### src/rtl/phy_seq_pkg.sv
package phy_seq_pkg;

  localparam int CFG_AW = 6;
  localparam int CFG_DW = 4;

  localparam logic [CFG_AW-1:0] ADDR_PLL = 6'h10;
  localparam logic [CFG_AW-1:0] ADDR_REF = 6'h12;

  typedef enum logic [2:0] {
    S_IDLE, S_RELEASE, S_UNIDLE, S_ISSUE, S_WAIT, S_GAP
  } seq_state_t;

  // order of the bring-up steps is behaviour: enum order = execution order
  typedef enum logic [2:0] {
    ST_LOCK, ST_RATE, ST_REFOUT, ST_UNGATE, ST_RELOCK
  } step_t;

  function automatic int unsigned us_to_cycles(int unsigned us, int unsigned cyc_per_us);
    int unsigned r;
    r = us * cyc_per_us;
    return (r == 0) ? 1 : r;
  endfunction

  function automatic logic step_is_write(step_t s);
    return (s == ST_RATE) || (s == ST_REFOUT);
  endfunction

  function automatic logic [CFG_AW-1:0] step_addr(step_t s);
    return ((s == ST_REFOUT) || (s == ST_UNGATE)) ? ADDR_REF : ADDR_PLL;
  endfunction

  function automatic logic [CFG_DW-1:0] step_wdata(step_t s);
    return step_is_write(s) ? 4'b1000 : 4'b0000;
  endfunction

  // poll success: ungate step wants bit 2 clear, lock steps want bit 1 set
  function automatic logic poll_met(step_t s, logic [CFG_DW-1:0] rd);
    return (s == ST_UNGATE) ? ~rd[2] : rd[1];
  endfunction

endpackage

### src/rtl/phy_delay.sv
module phy_delay #(
  parameter int unsigned CYCLES = 4
) (
  input  logic clk,
  input  logic rst_n,
  input  logic start,
  output logic expired
);
  localparam int CW = $clog2(CYCLES + 1);

  logic          run;
  logic [CW-1:0] cnt;

  assign expired = run && (cnt == '0);

  always_ff @(posedge clk) begin
    if (!rst_n) begin
      run <= 1'b0;
      cnt <= '0;
    end else if (start) begin
      run <= 1'b1;
      cnt <= CW'(CYCLES - 1);
    end else if (run) begin
      if (cnt == '0) run <= 1'b0;
      else           cnt <= cnt - 1'b1;
    end
  end
endmodule

### src/rtl/phy_user_count.sv
module phy_user_count #(
  parameter int CNT_W = 4
) (
  input  logic             clk,
  input  logic             rst_n,
  input  logic             inc,
  input  logic             dec,
  output logic [CNT_W-1:0] count,
  output logic             is_zero
);
  assign is_zero = (count == '0);

  always_ff @(posedge clk) begin
    if (!rst_n)                         count <= '0;
    else if (inc && (count != '1))      count <= count + 1'b1;
    else if (dec && !is_zero)           count <= count - 1'b1;
  end

  assert_pair_hold_R9: assert property (@(posedge clk) disable iff (!rst_n)
    (dec && !inc && is_zero) |=> is_zero);
endmodule

### src/rtl/phy_cfg_port.sv
module phy_cfg_port
  import phy_seq_pkg::*;
#(
  parameter int unsigned HOLD = 10
) (
  input  logic              clk,
  input  logic              rst_n,
  input  logic              start,
  input  logic              is_write,
  input  logic [CFG_AW-1:0] addr,
  input  logic [CFG_DW-1:0] wdata,
  output logic              op_done,
  output logic [CFG_DW-1:0] op_rdata,
  output logic [CFG_AW-1:0] cfg_addr,
  output logic [CFG_DW-1:0] cfg_wdata,
  output logic              cfg_wstrobe,
  input  logic [CFG_DW-1:0] cfg_rdata
);
  localparam int CW = $clog2(HOLD + 1);

  typedef enum logic [2:0] {C_IDLE, C_WSET, C_WHI, C_WLO, C_RD} cfg_state_t;

  cfg_state_t    cst;
  logic [CW-1:0] cnt;
  logic          hold_end;

  assign hold_end = (cnt == CW'(HOLD - 1));

  always_ff @(posedge clk) begin
    if (!rst_n) begin
      cst         <= C_IDLE;
      cnt         <= '0;
      cfg_addr    <= '0;
      cfg_wdata   <= '0;
      cfg_wstrobe <= 1'b0;
      op_done     <= 1'b0;
      op_rdata    <= '0;
    end else begin
      op_done <= 1'b0;
      case (cst)
        C_IDLE: if (start) begin
          cfg_addr  <= addr;
          cfg_wdata <= is_write ? wdata : '0;
          cnt       <= '0;
          cst       <= is_write ? C_WSET : C_RD;
        end
        C_WSET: begin
          cfg_wstrobe <= 1'b1;
          cnt         <= '0;
          cst         <= C_WHI;
        end
        C_WHI: begin
          cnt <= cnt + 1'b1;
          if (hold_end) begin
            cfg_wstrobe <= 1'b0;
            cnt         <= '0;
            cst         <= C_WLO;
          end
        end
        C_WLO: begin
          cnt <= cnt + 1'b1;
          if (hold_end) begin
            op_done <= 1'b1;
            cst     <= C_IDLE;
          end
        end
        C_RD: begin
          cnt <= cnt + 1'b1;
          if (hold_end) begin
            op_rdata <= cfg_rdata;
            op_done  <= 1'b1;
            cst      <= C_IDLE;
          end
        end
        default: cst <= C_IDLE;
      endcase
    end
  end

  // checker state: strobe high-time counter and history flag
  logic          past_ok;
  logic [CW:0]   hi_len;
  always_ff @(posedge clk) begin
    if (!rst_n) begin
      past_ok <= 1'b0;
      hi_len  <= '0;
    end else begin
      past_ok <= 1'b1;
      hi_len  <= cfg_wstrobe ? hi_len + 1'b1 : '0;
    end
  end

  assert_strobe_setup_R6: assert property (@(posedge clk) disable iff (!rst_n)
    (past_ok && $rose(cfg_wstrobe)) |-> ($stable(cfg_addr) && $stable(cfg_wdata)));
  assert_strobe_width_R6: assert property (@(posedge clk) disable iff (!rst_n)
    hi_len <= (CW+1)'(HOLD));
endmodule

### src/rtl/phy_pwr_seq.sv
module phy_pwr_seq
  import phy_seq_pkg::*;
#(
  parameter int          LANES      = 4,
  parameter int          CNT_W      = 4,
  parameter int unsigned CYC_PER_US = 100,
  parameter int unsigned HOLD_US    = 10,
  parameter int unsigned GAP_US     = 1000,
  parameter int unsigned MAX_TRIES  = 100,
  localparam int         LANE_W     = (LANES > 1) ? $clog2(LANES) : 1
) (
  input  logic              clk,
  input  logic              rst_n,
  input  logic              req_valid,
  input  logic              req_enable,
  input  logic [LANE_W-1:0] req_lane,
  output logic              busy,
  output logic              done,
  output logic              err_timeout,
  output logic              err_pair,
  output logic              phy_rst,
  output logic [LANES-1:0]  lane_idle,
  output logic [CFG_AW-1:0] cfg_addr,
  output logic [CFG_DW-1:0] cfg_wdata,
  output logic              cfg_wstrobe,
  input  logic [CFG_DW-1:0] cfg_rdata
);
  localparam int unsigned HOLD_CYC = us_to_cycles(HOLD_US, CYC_PER_US);
  localparam int unsigned GAP_CYC  = us_to_cycles(GAP_US, CYC_PER_US);
  localparam int          TRY_W    = $clog2(MAX_TRIES + 1);

  seq_state_t        state;
  step_t             step;
  logic [TRY_W-1:0]  tries;
  logic [CNT_W-1:0]  user_cnt;
  logic              cnt_zero;

  // named internal events
  logic              accept, cnt_inc, cnt_dec;
  logic              op_start, op_done;
  logic [CFG_DW-1:0] op_rdata;
  logic              step_pass, poll_fail, last_try, gap_start, gap_done;

  assign busy      = (state != S_IDLE);
  assign accept    = req_valid && (state == S_IDLE);
  assign cnt_inc   = accept && req_enable;
  assign cnt_dec   = accept && !req_enable;
  assign op_start  = (state == S_ISSUE);
  assign step_pass = step_is_write(step) || poll_met(step, op_rdata);
  assign poll_fail = (state == S_WAIT) && op_done && !step_pass;
  assign last_try  = (tries == TRY_W'(MAX_TRIES - 1));
  assign gap_start = poll_fail && !last_try;

  phy_user_count #(.CNT_W(CNT_W)) u_count (
    .clk(clk), .rst_n(rst_n), .inc(cnt_inc), .dec(cnt_dec),
    .count(user_cnt), .is_zero(cnt_zero)
  );

  phy_cfg_port #(.HOLD(HOLD_CYC)) u_cfg (
    .clk(clk), .rst_n(rst_n), .start(op_start),
    .is_write(step_is_write(step)), .addr(step_addr(step)), .wdata(step_wdata(step)),
    .op_done(op_done), .op_rdata(op_rdata),
    .cfg_addr(cfg_addr), .cfg_wdata(cfg_wdata), .cfg_wstrobe(cfg_wstrobe),
    .cfg_rdata(cfg_rdata)
  );

  phy_delay #(.CYCLES(GAP_CYC)) u_gap (
    .clk(clk), .rst_n(rst_n), .start(gap_start), .expired(gap_done)
  );

  always_ff @(posedge clk) begin
    if (!rst_n) begin
      state       <= S_IDLE;
      step        <= ST_LOCK;
      tries       <= '0;
      phy_rst     <= 1'b1;
      lane_idle   <= '1;
      done        <= 1'b0;
      err_timeout <= 1'b0;
      err_pair    <= 1'b0;
    end else begin
      done        <= 1'b0;
      err_timeout <= 1'b0;
      err_pair    <= 1'b0;
      case (state)
        S_IDLE: if (accept) begin
          if (req_enable) begin
            if (cnt_zero) state <= S_RELEASE;
            else          done  <= 1'b1;
          end else if (cnt_zero) begin
            done     <= 1'b1;
            err_pair <= 1'b1;
          end else begin
            lane_idle[req_lane] <= 1'b1;
            done                <= 1'b1;
            if (user_cnt == CNT_W'(1)) phy_rst <= 1'b1;
          end
        end
        S_RELEASE: begin
          phy_rst <= 1'b0;
          state   <= S_UNIDLE;
        end
        S_UNIDLE: begin
          lane_idle <= '0;
          step      <= ST_LOCK;
          tries     <= '0;
          state     <= S_ISSUE;
        end
        S_ISSUE: state <= S_WAIT;
        S_WAIT: if (op_done) begin
          if (step_pass) begin
            tries <= '0;
            if (step == ST_RELOCK) begin
              done  <= 1'b1;
              state <= S_IDLE;
            end else begin
              step  <= step_t'(step + 3'd1);
              state <= S_ISSUE;
            end
          end else if (last_try) begin
            done        <= 1'b1;
            err_timeout <= 1'b1;
            state       <= S_IDLE;
          end else begin
            tries <= tries + 1'b1;
            state <= S_GAP;
          end
        end
        S_GAP: if (gap_done) state <= S_ISSUE;
        default: state <= S_IDLE;
      endcase
    end
  end

  logic past_ok;
  always_ff @(posedge clk) begin
    if (!rst_n) past_ok <= 1'b0;
    else        past_ok <= 1'b1;
  end

  assert_release_first_R2: assert property (@(posedge clk) disable iff (!rst_n)
    (past_ok && $fell(phy_rst)) |-> (user_cnt == CNT_W'(1)));
  assert_unidle_after_release_R2: assert property (@(posedge clk) disable iff (!rst_n)
    (past_ok && (|($past(lane_idle) & ~lane_idle))) |-> !phy_rst);
  assert_tries_bound_R5: assert property (@(posedge clk) disable iff (!rst_n)
    tries < TRY_W'(MAX_TRIES));
  assert_err_with_done_R5: assert property (@(posedge clk) disable iff (!rst_n)
    (err_timeout || err_pair) |-> done);
  assert_count_only_idle_R10: assert property (@(posedge clk) disable iff (!rst_n)
    (past_ok && !$stable(user_cnt)) |-> ($past(state) == S_IDLE));
endmodule

### config.mk
export PLATFORM = sky130hd
export DESIGN_NAME = phy_pwr_seq
export DESIGN_NICKNAME = d
export VERILOG_FILES = /design/src/rtl/phy_seq_pkg.sv /design/src/rtl/phy_delay.sv /design/src/rtl/phy_user_count.sv /design/src/rtl/phy_cfg_port.sv /design/src/rtl/phy_pwr_seq.sv
export SDC_FILE = /design/constraint.sdc
export NUM_CORES = 1
export LEC_CHECK = 0
export ABC_AREA = 1
export BUFFER_PORTS_ARGS = -buffer_cell sky130_fd_sc_hd__buf_2
export CORE_UTILIZATION = 45
export CTS_CLUSTER_DIAMETER = 30
export DETAILED_ROUTE_END_ITERATION = 10
export HOLD_SLACK_MARGIN = 0.05
export SYNTH_ARGS = -nofsm -noshare
export SYNTH_HDL_FRONTEND = slang
export SYNTH_SLANG_ARGS = --single-unit
### constraint.sdc
create_clock -name clk -period 2.9 [get_ports clk]
set_input_delay 0.145 -clock clk [delete_from_list [all_inputs] [get_ports clk]]
set_output_delay 0.145 -clock clk [all_outputs]
set_load 0.05 [all_outputs]
==> key figures, run 1 <==
Run status
  – Status: complete, no violations

Clocking
  – CTS resizes: 0
  – CTS clk-pin slew, worst paths: 0.07 ns
  – CTS Buffer Depth: 2
  – CTS Buf Count: 9
  – # H-tree levels: 3
  – CTS tree: built
  – CTS sink cnt: 63
  – Clk Latency, worst-skew pair: 0.34 ns
  – Post-CTS Hold Buffers: 0
  – Post-CTS setup buffers: 0
  – Root buf cell: clkbuf_8

STA
  – Fin Setup TNS: 0 ns
  – Fmax: 0.4783 GHz
  – Min Tclk post-route: 2.091 ns
  – Period utilisation layout: 0.7209
  – RSZ-0062 raised after global routing: no
  – Worst-margin pin slew: 0.5520 ns
  – Final Max Tran Viols: 0
  – Hold_ws: 0.09629 ns
  – Final setup viols: 0
  – Worst slew margin: 0.6315
  – Fin. Hold Viols: 0
  – Worst Skew: 0.01131 ns

Detailed routing
  – WL per Instance: 11.69 um
  – DRT Pass-1 Iters: 4
  – Post-route ant nets: 0
  – Mean number of vias per cell: 5.053
  – Final wirelength: 8.147 mm
  – # DRC: 0
  – DR vias: 3,522
  – First DRT Iteration DRCs: around 130

Global routing
  – Number of global-route vias before repair: ~3,200
  – Initial antenna violation count: 0
  – GRT Total Usage: 0.2041
  – GR Util met3: 0.05610
  – Grt peak-use layer: met2
  – GR Overflow Total: 0
  – Wire length of the first global-routing pass: 14.04 mm
  – Met2 usage: 0.3450
  – GRT met1 Usage: 0.2495
  – Largest net degree at the start of global routing: 29

Placement
  – Area post-placement: 3865 sq um
  – PortBufs: 20
  – Final GP Congestion: around 0.84
  – HPWL after DPL: 5.930 mm

Synthesis
  – Post-synth top area share: 0.3383
  – Number of synthesized flops with an enable pin: 0
  – Cells after Synth: 570
  – Syn avg cell area: 6.541 sq um
  – Post-synth ARST share: 0
  – Synth top area cells: dfxtp_1, nand2_1, nand3_1
  – Unique masters post-synth: 34
  – Dominant cell type by area after synthesis: dfxtp_1
  – YS warnings: 0
  – Post-Syn Area: 3729 sq um
  – Synth Register Bits: 63
  – Ys flop type: dfxtp_1
  – Seq/Total Area, Yosys: 0.3383

Floorplanning
  – Die area: 8654 sq um
  – Rows: 32
  – I/O pin total: 30
  – Die X: 93.03 um
  – Die H: 93.03 um
  – Initial Util: 0.4727
  – Core ar.: 7888 sq um

Power
  – PwrDens: about 760 nW/um^2
  – Leak: 1.909 nW
  – Maximum VDD drop: 0.0005792 V

Critical path
  – Worst reg2reg setup slack: 0.81 ns
  – CP dominant cell by count: nand2_1
  – Crit-path max FO: 17
  – CP cell instances: ha_1 > ha_1 > nand2_1 > o21ai_0 > nor2_2 > nand3_2 > nand2_1 > inv_1 > nand2_1 > a21oi_2
  – Buf/Inv on CP: 1
  – Top delay family on crit path: simple AND/OR/NAND/NOR gates
  – CP Class: flip-flop to flip-flop
  – CP Capture Type: flip-flop
  – Slowest cell delay on critical path: between 0.3 and 0.4 ns
  – Worst EP arrival: 2.33 ns
  – Slowest library cell on the worst path: dfxtp_1
  – Startpoint Class: flip-flop
  – Crit path required time: 3.14 ns

Hold path
  – Hold/Removal Path Class: primary input to flip-flop

Cells and area
  – Area delta synth->final: 9.262%
  – Final Cell Area: 4074 sq um
  – Share of layout cells above drive strength 1: 0.09748
  – Ant diodes: 0
  – NumNets Final: 612

Run
  – Max_cap viols: 0
-- final cells by class --
type | count | area [sq um]
Inverter | 84 | 315.3
Tap cell | 102 | 127.6
Timing Repair Buffer | 21 | 107.6
Fill cell | 790 | 3814
Clock buffer | 13 | 168.9
Clock inverter | 3 | 40.04
Multi-Input combinational cell | 411 | 2053
Sequential cell | 63 | 1261
-- worst register-to-register path, cell delays in order (launching register included) --
cell	delay [ns]
dfxtp_1	0.34
ha_1	0.21
ha_1	0.22
nand2_1	0.07
o21ai_0	0.10
nor2_2	0.21
nand3_2	0.34
nand2_1	0.28
inv_1	0.10
nand2_1	0.09
a21oi_2	0.03
-- through the flow --
stage / power (W) / cells / setup WS, ns / utilization
finish: 0.003087 / 697 / 0.8094 / 0.5165
global route: 0.003333 / 697 / 0.5872 / 0.5165
CTS: 0.003122 / 697 / 0.7868 / 0.5165
detailed placement: 0.002309 / 681 / 0.8125 / 0.4900
global placement: 0.002280 / 681 / 0.8461 / 0.4900
floorplan: 0.002063 / 576 / 1.192 / -
-- sequential cells by signal (all words and copies together) (netlist names), 2 cells and up --
register / cells
u_count.count: 4
u_cfg.cnt: 10
state: 3
u_cfg.op_rdata: 2
step: 3
u_cfg.cfg_addr: 2
lane_idle: 4
u_cfg.cst: 3
tries: 7
u_gap.cnt: 17
-- power by group --
group	internal, W	switching [W]	leakage (nW)
combinational	0.000340	0.000859	1.29
sequential	0.000987	0.000107	0.511
clock	0.000465	0.000329	0.109
-- kinds of logic (layout without fill, tap and decap cells) --
kind of cell,after synthesis,after routing,synth area share
buffers and inverters,102,121,0.1171
DFF,63,63,0.3383
other,1,7,0.001006
AOI/OAI and AO/OA,61,61,0.08792
adders and majority gates,12,12,0.04027
xor gates and xnor gates,16,16,0.03759
and+or+nand+nor,315,315,0.3779
-- routing by layer --
metal,up-vias,routed length (um)
li1,1850,-
met1,1605,3828
met2,59,3939
met3,8,275
met4,0,104
met5,-,0
-- path summary, 6_finish.rpt --
kind,startpoint,to,cells past startpoint
setup / recovery,step[0],u_gap.cnt[11],10
hold reg to reg,u_gap.cnt[16],u_gap.cnt[16],2
setup reg to reg,step[0],u_gap.cnt[11],10
hold / removal,cfg_rdata[1],u_cfg.op_rdata[1],3
-- cell usage in the layout (no fill, tap or decap), drive strengths merged, types with 17 or more instances in the layout --
master,instances
nand2,136
inv,84
nor2,77
nand3,68
dfxtp,63
a21oi,34
buf,21
o21ai,19
nor3,17
-- synthesized netlist by cell type (4+ instances only) --
| cell | n |
|---|---|
| buf_4 | 8 |
| nor2_1 | 71 |
| nand2_1 | 130 |
| o21ai_0 | 18 |
| a31oi_1 | 4 |
| inv_1 | 82 |
| nand3_1 | 65 |
| dfxtp_1 | 63 |
| nor3_1 | 15 |
| xor2_1 | 13 |
| ha_1 | 12 |
| nor2_2 | 4 |
| nand4_1 | 13 |
| a21oi_1 | 32 |
| nand2_2 | 5 |
No activity file was read; power rests on OpenSTA's default activity.
==> inputs of run 2 (changes only) <==
- clock period: 2.9 -> 2.1 ns (I/O delays scaled with it)
==> run 2 against run 1 <==
Die area did not move. Worst hold slack improved by 0.0048 ns. Setup slack got worse by 0.57 ns. Clock skew fell by 0.0022 ns. Non-clock buffer count rose by 6.
==> key figures, run 2 (synthesized netlist as in run 1, its figures left out) <==
Run status
  – Status: complete, no violations

Cells and area
  – Ant diodes: 0 (unchanged)
  – NumNets Final: 618 (+0.98%)
  – Area delta synth->final: 10.34%
  – Share of layout cells above drive strength 1: 0.1065 (+0.009010)
  – Final core utilization: 0.5216 (+0.005077)
  – Multi-input logic area: 2068 sq um (+0.73%)
  – Largest registers: u_gap.cnt (17), u_cfg.cnt (10), tries (7)
  – Most frequent cells in the layout: nand2_1, inv_1, nor2_1, nand3_1, dfxtp_1
  – Final std cells w/o fill: 703 (+0.86%)
  – Top reg by flops: u_gap.cnt
  – Commonest non-fill, non-tap cell in the layout: nand2_1
  – Fillers: 817 (+3.4%)
  – Max FFs per register: 17 (unchanged)
  – Storage element area: 1261 sq um (unchanged)

Hold path
  – Hold EP: err_pair
  – Hold depth: 4 (+1)
  – Hold/Removal Path Class: primary input to flip-flop
  – Hold Crit Start: req_enable

Power
  – PwrDens: 1016 nW/um^2 (+34%)
  – Maximum VDD drop: 0.0006574 V (+14%)
  – Leak: 1.919 nW (+0.52%)

Placement
  – HPWL after DPL: 6.007 mm (+1.3%)
  – PortBufs: 20 (unchanged)
  – Pre-CTS setup slack: 0.1573 ns (-0.6552 ns)
  – Dpl cells: 685 (+0.59%)
  – Final GP Congestion: 0.8231 (-1.9%)

Clocking
  – CTS tree: built
  – Root buf cell: clkbuf_8
  – # H-tree levels: 3 (unchanged)
  – Post-CTS setup buffers: 0 (unchanged)
  – CTS clk-pin slew, worst paths: 0.08 ns (about the same)
  – CTS Buffer Depth: 2 (unchanged)
  – CTS Buf Count: 9 (unchanged)
  – Clk Latency, worst-skew pair: 0.34 ns (about the same)
  – CTS sink cnt: 63 (unchanged)

Critical path
  – CP Capture Type: flip-flop
  – Crit path required time: 2.31 ns (-0.83 ns)
  – CP Class: flip-flop to flip-flop
  – Worst R2R End: step[2]
  – Worst EP arrival: 2.07 ns (-0.26 ns)
  – Worst reg2reg setup slack: 0.24 ns (-0.57 ns)
  – Reg2reg start: step[0]
  – Startpoint Class: flip-flop
  – Reg2reg path depth: 10 (unchanged)
  – Crit-path max FO: 5 (-12)

STA
  – Worst slew margin: 0.6070 (-0.02450)
  – Worst Skew: 0.009135 ns (-0.002171 ns)
  – Final setup viols: 0 (unchanged)
  – Min Tclk post-route: 1.858 ns (-0.2323 ns)
  – Fin worst setup slack: 0.2417 ns (-0.5677 ns)
  – Final Max Tran Viols: 0 (unchanged)
  – RSZ-0062 raised after global routing: no
  – Hold_ws: 0.1011 ns (+0.004769 ns)
  – Fin. Hold Viols: 0 (unchanged)
  – Period utilisation layout: 0.8849 (+0.1640)
  – Fmax: 0.5381 GHz (+13%)
  – Fin Setup TNS: 0 ns (unchanged)
  – Worst-margin pin slew: 0.5834 ns (+0.03138 ns)

Detailed routing
  – Post-route ant nets: 0 (unchanged)
  – Final wirelength: 8.156 mm (+0.11%)
  – Mean number of vias per cell: 4.997 (-1.1%)
  – DRT Pass-1 Iters: 4 (unchanged)
  – # DRC: 0 (unchanged)
  – WL per Instance: 11.60 um (-0.74%)
  – DR vias: 3,513 (-0.26%)
  – First DRT Iteration DRCs: 140 (+12%)

Global routing
  – GR Overflow Total: 0 (unchanged)
  – Wire length of the first global-routing pass: 14.28 mm (+1.7%)
  – Number of global-route vias before repair: 3,288 (+3.5%)
  – GRT Total Usage: 0.2083 (+0.004155)
  – Initial antenna violation count: 0 (unchanged)
  – Largest net degree at the start of global routing: 29 (unchanged)

Floorplanning
  – Core ar.: 7888 sq um (unchanged)
  – Die H: 93.03 um (unchanged)
  – I/O pin total: 30 (unchanged)
  – Initial Util: 0.4727 (unchanged)
  – Die X: 93.03 um (unchanged)
  – Rows: 32 (unchanged)
  – Die area: 8654 sq um (unchanged)

Run
  – Max_cap viols: 0 (unchanged)
==> run 2: layout make-up <==
class                   count  share of cell area
multi-input cells         411              0.5027
flip-flops and latches     63              0.3066
inverters                  84             0.07664
repair buffers             27             0.03832
clock buffers              11             0.03680
well taps                 102             0.03102
clock inverters             5            0.007908
==> run 2: worst max-delay path by stage <==
stage | start | to | slack [ns] | cells after the start
6_report | step[0] | step[2] | 0.24 | 10
3_3_place_gp | step[0] | tries[1] | 0.20 | 12
4_1_cts | step[0] | u_gap.cnt[1] | 0.13 | 10
2_1_floorplan | step[0] | tries[1] | 0.39 | 12
3_5_place_dp | step[0] | tries[1] | 0.16 | 12
5_1_grt | step[0] | step[2] | 0.04 | 11
==> run 2: power breakdown <==
part	internal, W	total [W]	switching, W
clock network	0.000488	0.000983	0.000495
logic	0.000500	0.00168	0.00118
registers	0.00136	0.00151	0.000150
total	0.00235	0.00418	0.00183
==> run 2: metrics by stage <==
step / total power [W] / cell area (sq um)
after floorplan: 0.002850 / 3751
after global placement: 0.003182 / 3895
after detailed placement: 0.003211 / 3895
after CTS: 0.004209 / 4099
after global routing: 0.004518 / 4114
final: 0.004180 / 4114
==> run 2: critical path, cell delays in order, from the launching register on <==
cell     delay, ns
dfxtp_1       0.34
ha_1          0.20
ha_1          0.22
o21ai_1       0.24
nor2_4        0.09
nand2_1       0.11
nand2_1       0.07
nor2_1        0.20
o21ai_0       0.12
o21ai_0       0.09
nor2_1        0.05
==> run 2: routing by layer <==
metal	vias up	wire, um	global-route usage
li1	1861	-	-
met1	1583	4002	0.2526
met2	55	3815	0.3560
met3	14	169	0.03171
met4	0	168	0.1064
met5	-	0	0
==> run 2: repair_timing <==
item                                    4_1_cts  5_1_grt
endpoints found under the hold margin         2        0
endpoints found under the setup margin        0        9
resized for setup                             0        4
hold buffers                                  2        0
==> inputs of run 3 (changes only) <==
- RECOVER_POWER: not set -> 50
==> run 3 against run 2 <==
Sequential share of layout area grew 0.23 points. Via count shrank 0.26%. Core utilization decreased by 0.40 points. Die area did not move. Combinational power about the same. Final cell count is the same. Global-route usage is the same. Clock skew about the same. Non-clock buffer count is the same. Critical path depth down 3. Setup slack got worse by 0.014 ns. Largest cell class unchanged.
==> key figures, run 3 (synthesized netlist as in run 1, its figures left out) <==
Run status
  – Status: complete, no violations

Cells and area
  – Top reg by flops: u_gap.cnt
  – Commonest non-fill, non-tap cell in the layout: nand2_1
  – Final Cell Area: 4083 sq um (-0.76%)
  – Largest registers: u_gap.cnt (17), u_cfg.cnt (10), tries (7)
  – Max FFs per register: 17 (unchanged)
  – Most frequent cells in the layout: nand2_1, inv_1, nor2_1, nand3_1, dfxtp_1
  – Area delta synth->final: 9.497%
  – Final std cells w/o fill: 703 (unchanged)
  – Ant diodes: 0 (unchanged)
  – Fillers: 825 (+0.98%)
  – Final core utilization: 0.5176 (-0.003966)
  – NumNets Final: 618 (unchanged)
  – Share of layout cells above drive strength 1: 0.07654 (-0.02995)

Floorplanning
  – Die area: 8654 sq um (unchanged)
  – Die X: 93.03 um (unchanged)
  – Rows: 32 (unchanged)
  – Die H: 93.03 um (unchanged)
  – I/O pin total: 30 (unchanged)
  – Initial Util: 0.4727 (unchanged)
  – Core ar.: 7888 sq um (unchanged)

STA
  – Worst slew margin: 0.5796 (-0.02737)
  – Hold_ws: 0.08790 ns (-0.01316 ns)
  – Final setup viols: 0 (unchanged)
  – Worst-margin pin slew: 0.6333 ns (+0.04993 ns)
  – Fmax: 0.5340 GHz (-0.77%)
  – Min Tclk post-route: 1.873 ns (+0.01436 ns)
  – RSZ-0062 raised after global routing: no
  – Final Max Tran Viols: 0 (unchanged)
  – Worst Skew: 0.009316 ns (+0.0001807 ns)
  – Fin. Hold Viols: 0 (unchanged)
  – Period utilisation layout: 0.8917 (+0.006837)
  – Fin Setup TNS: 0 ns (unchanged)

Power
  – Comb pwr share: 0.398 (-0.005)
  – Leak: 1.874 nW (-2.4%)
  – Clock Power Share: 0.237 (+0.002)
  – Int Power: 0.002326 W (-1.1%)
  – Switching share of power: 0.4384 (+0.0008305)
  – Maximum VDD drop: 0.0006506 V (-1.0%)
  – P_sw: 0.001816 W (-0.72%)
  – PwrDens: 1015 nW/um^2 (-0.15%)
  – Seq pwr share: 0.364 (+0.002)

Critical path
  – Worst EP arrival: 2.14 ns (+0.07 ns)
  – Crit-path max FO: 8 (+3)
  – CP Capture Type: flip-flop
  – Startpoint Class: flip-flop
  – Crit path required time: 2.37 ns (+0.06 ns)
  – CP Class: flip-flop to flip-flop

Placement
  – Area post-placement: 3895 sq um (unchanged)
  – PortBufs: 20 (unchanged)
  – HPWL after DPL: 6.007 mm (unchanged)
  – Final GP Congestion: 0.8231 (unchanged)
  – Dpl cells: 685 (unchanged)

Clocking
  – CTS clk-pin slew, worst paths: 0.07 ns (about the same)
  – Root buf cell: clkbuf_8
  – CTS Buffer Depth: 2 (unchanged)
  – CTS tree: built
  – # H-tree levels: 3 (unchanged)
  – Clk Latency, worst-skew pair: 0.34 ns (about the same)
  – CTS Buf Count: 9 (unchanged)
  – CTS sink cnt: 63 (unchanged)

Detailed routing
  – Final wirelength: 8.135 mm (-0.26%)
  – WL per Instance: 11.57 um (-0.26%)
  – Post-route ant nets: 0 (unchanged)
  – # DRC: 0 (unchanged)
  – First DRT Iteration DRCs: 113 (-19%)
  – DRT Pass-1 Iters: 4 (unchanged)
  – DR vias: 3,504 (-0.26%)
  – Mean number of vias per cell: 4.984 (-0.26%)

Global routing
  – Initial antenna violation count: 0 (unchanged)
  – Wire length of the first global-routing pass: 14.28 mm (unchanged)
  – Number of global-route vias before repair: 3,288 (unchanged)
  – GR Overflow Total: 0 (unchanged)
  – GRT Total Usage: 0.2083 (unchanged)
  – Largest net degree at the start of global routing: 29 (unchanged)

Run
  – Max_cap viols: 0 (unchanged)

Hold path
  – Hold/Removal Path Class: primary input to flip-flop
run 3: final cells by class:
| class | instances | area, sq um | area share |
|---|---|---|---|
| clock inverter | 5 | 32.53 | 0.007968 |
| timing repair buffer | 27 | 141.4 | 0.03463 |
| clock buffer | 11 | 151.4 | 0.03708 |
| inverter | 84 | 315.3 | 0.07723 |
| multi-input combinational | 411 | 2053 | 0.5029 |
| sequential | 63 | 1261 | 0.3089 |
| tap | 102 | 127.6 | 0.03126 |
run 3: power by group through the flow:
stage	clock, W	combinational [W]	sequential [W]
after floorplan	0	0.00123	0.00162
after global placement	0	0.00165	0.00153
after detailed placement	0	0.00168	0.00153
after CTS	0.00101	0.00169	0.00151
after global routing	0.00106	0.00188	0.00154
final	0.000984	0.00165	0.00151
run 3: metal layers:
metal / GRT usage / wire length [um]
met1: 0.2526 / 3992
met3: 0.03171 / 150
met5: 0 / 0
met4: 0.1064 / 168
met2: 0.3560 / 3823
run 3: timing repair:
action                                 CTS  global route
setup buffers                            0             0
gates resized for setup                  0             4
hold buffers                             2             0
endpoints found under the hold margin    2             0
setup endpoints to repair                0             9
run 3: critical path, stage by stage (launching register included):
cell and delay, ns:
dfxtp_1 0.32, nor2_1 0.24, nand2_1 0.19, nor2_1 0.29, nand3_1 0.30, o21ai_0 0.28
nand2_1 0.07, a21oi_1 0.12
run 3: per-stage QoR:
stage	total power, W	setup WS [ns]
global route	0.004478	0.03766
global placement	0.003182	0.1999
detailed placement	0.003211	0.1573
finish	0.004142	0.2274
CTS	0.004209	0.1346
floorplan	0.002850	0.3920
run 3: path summary, 6_finish.rpt:
| check | from | to | slack (ns) | cells after the start |
|---|---|---|---|---|
| setup / recovery | state[0] | u_count.count[2] | 0.23 | 7 |
| hold / removal | req_enable | err_pair | 0.09 | 4 |
| setup reg to reg | state[0] | u_count.count[2] | 0.23 | 7 |
| hold reg to reg | u_gap.cnt[16] | u_gap.cnt[16] | 0.47 | 2 |
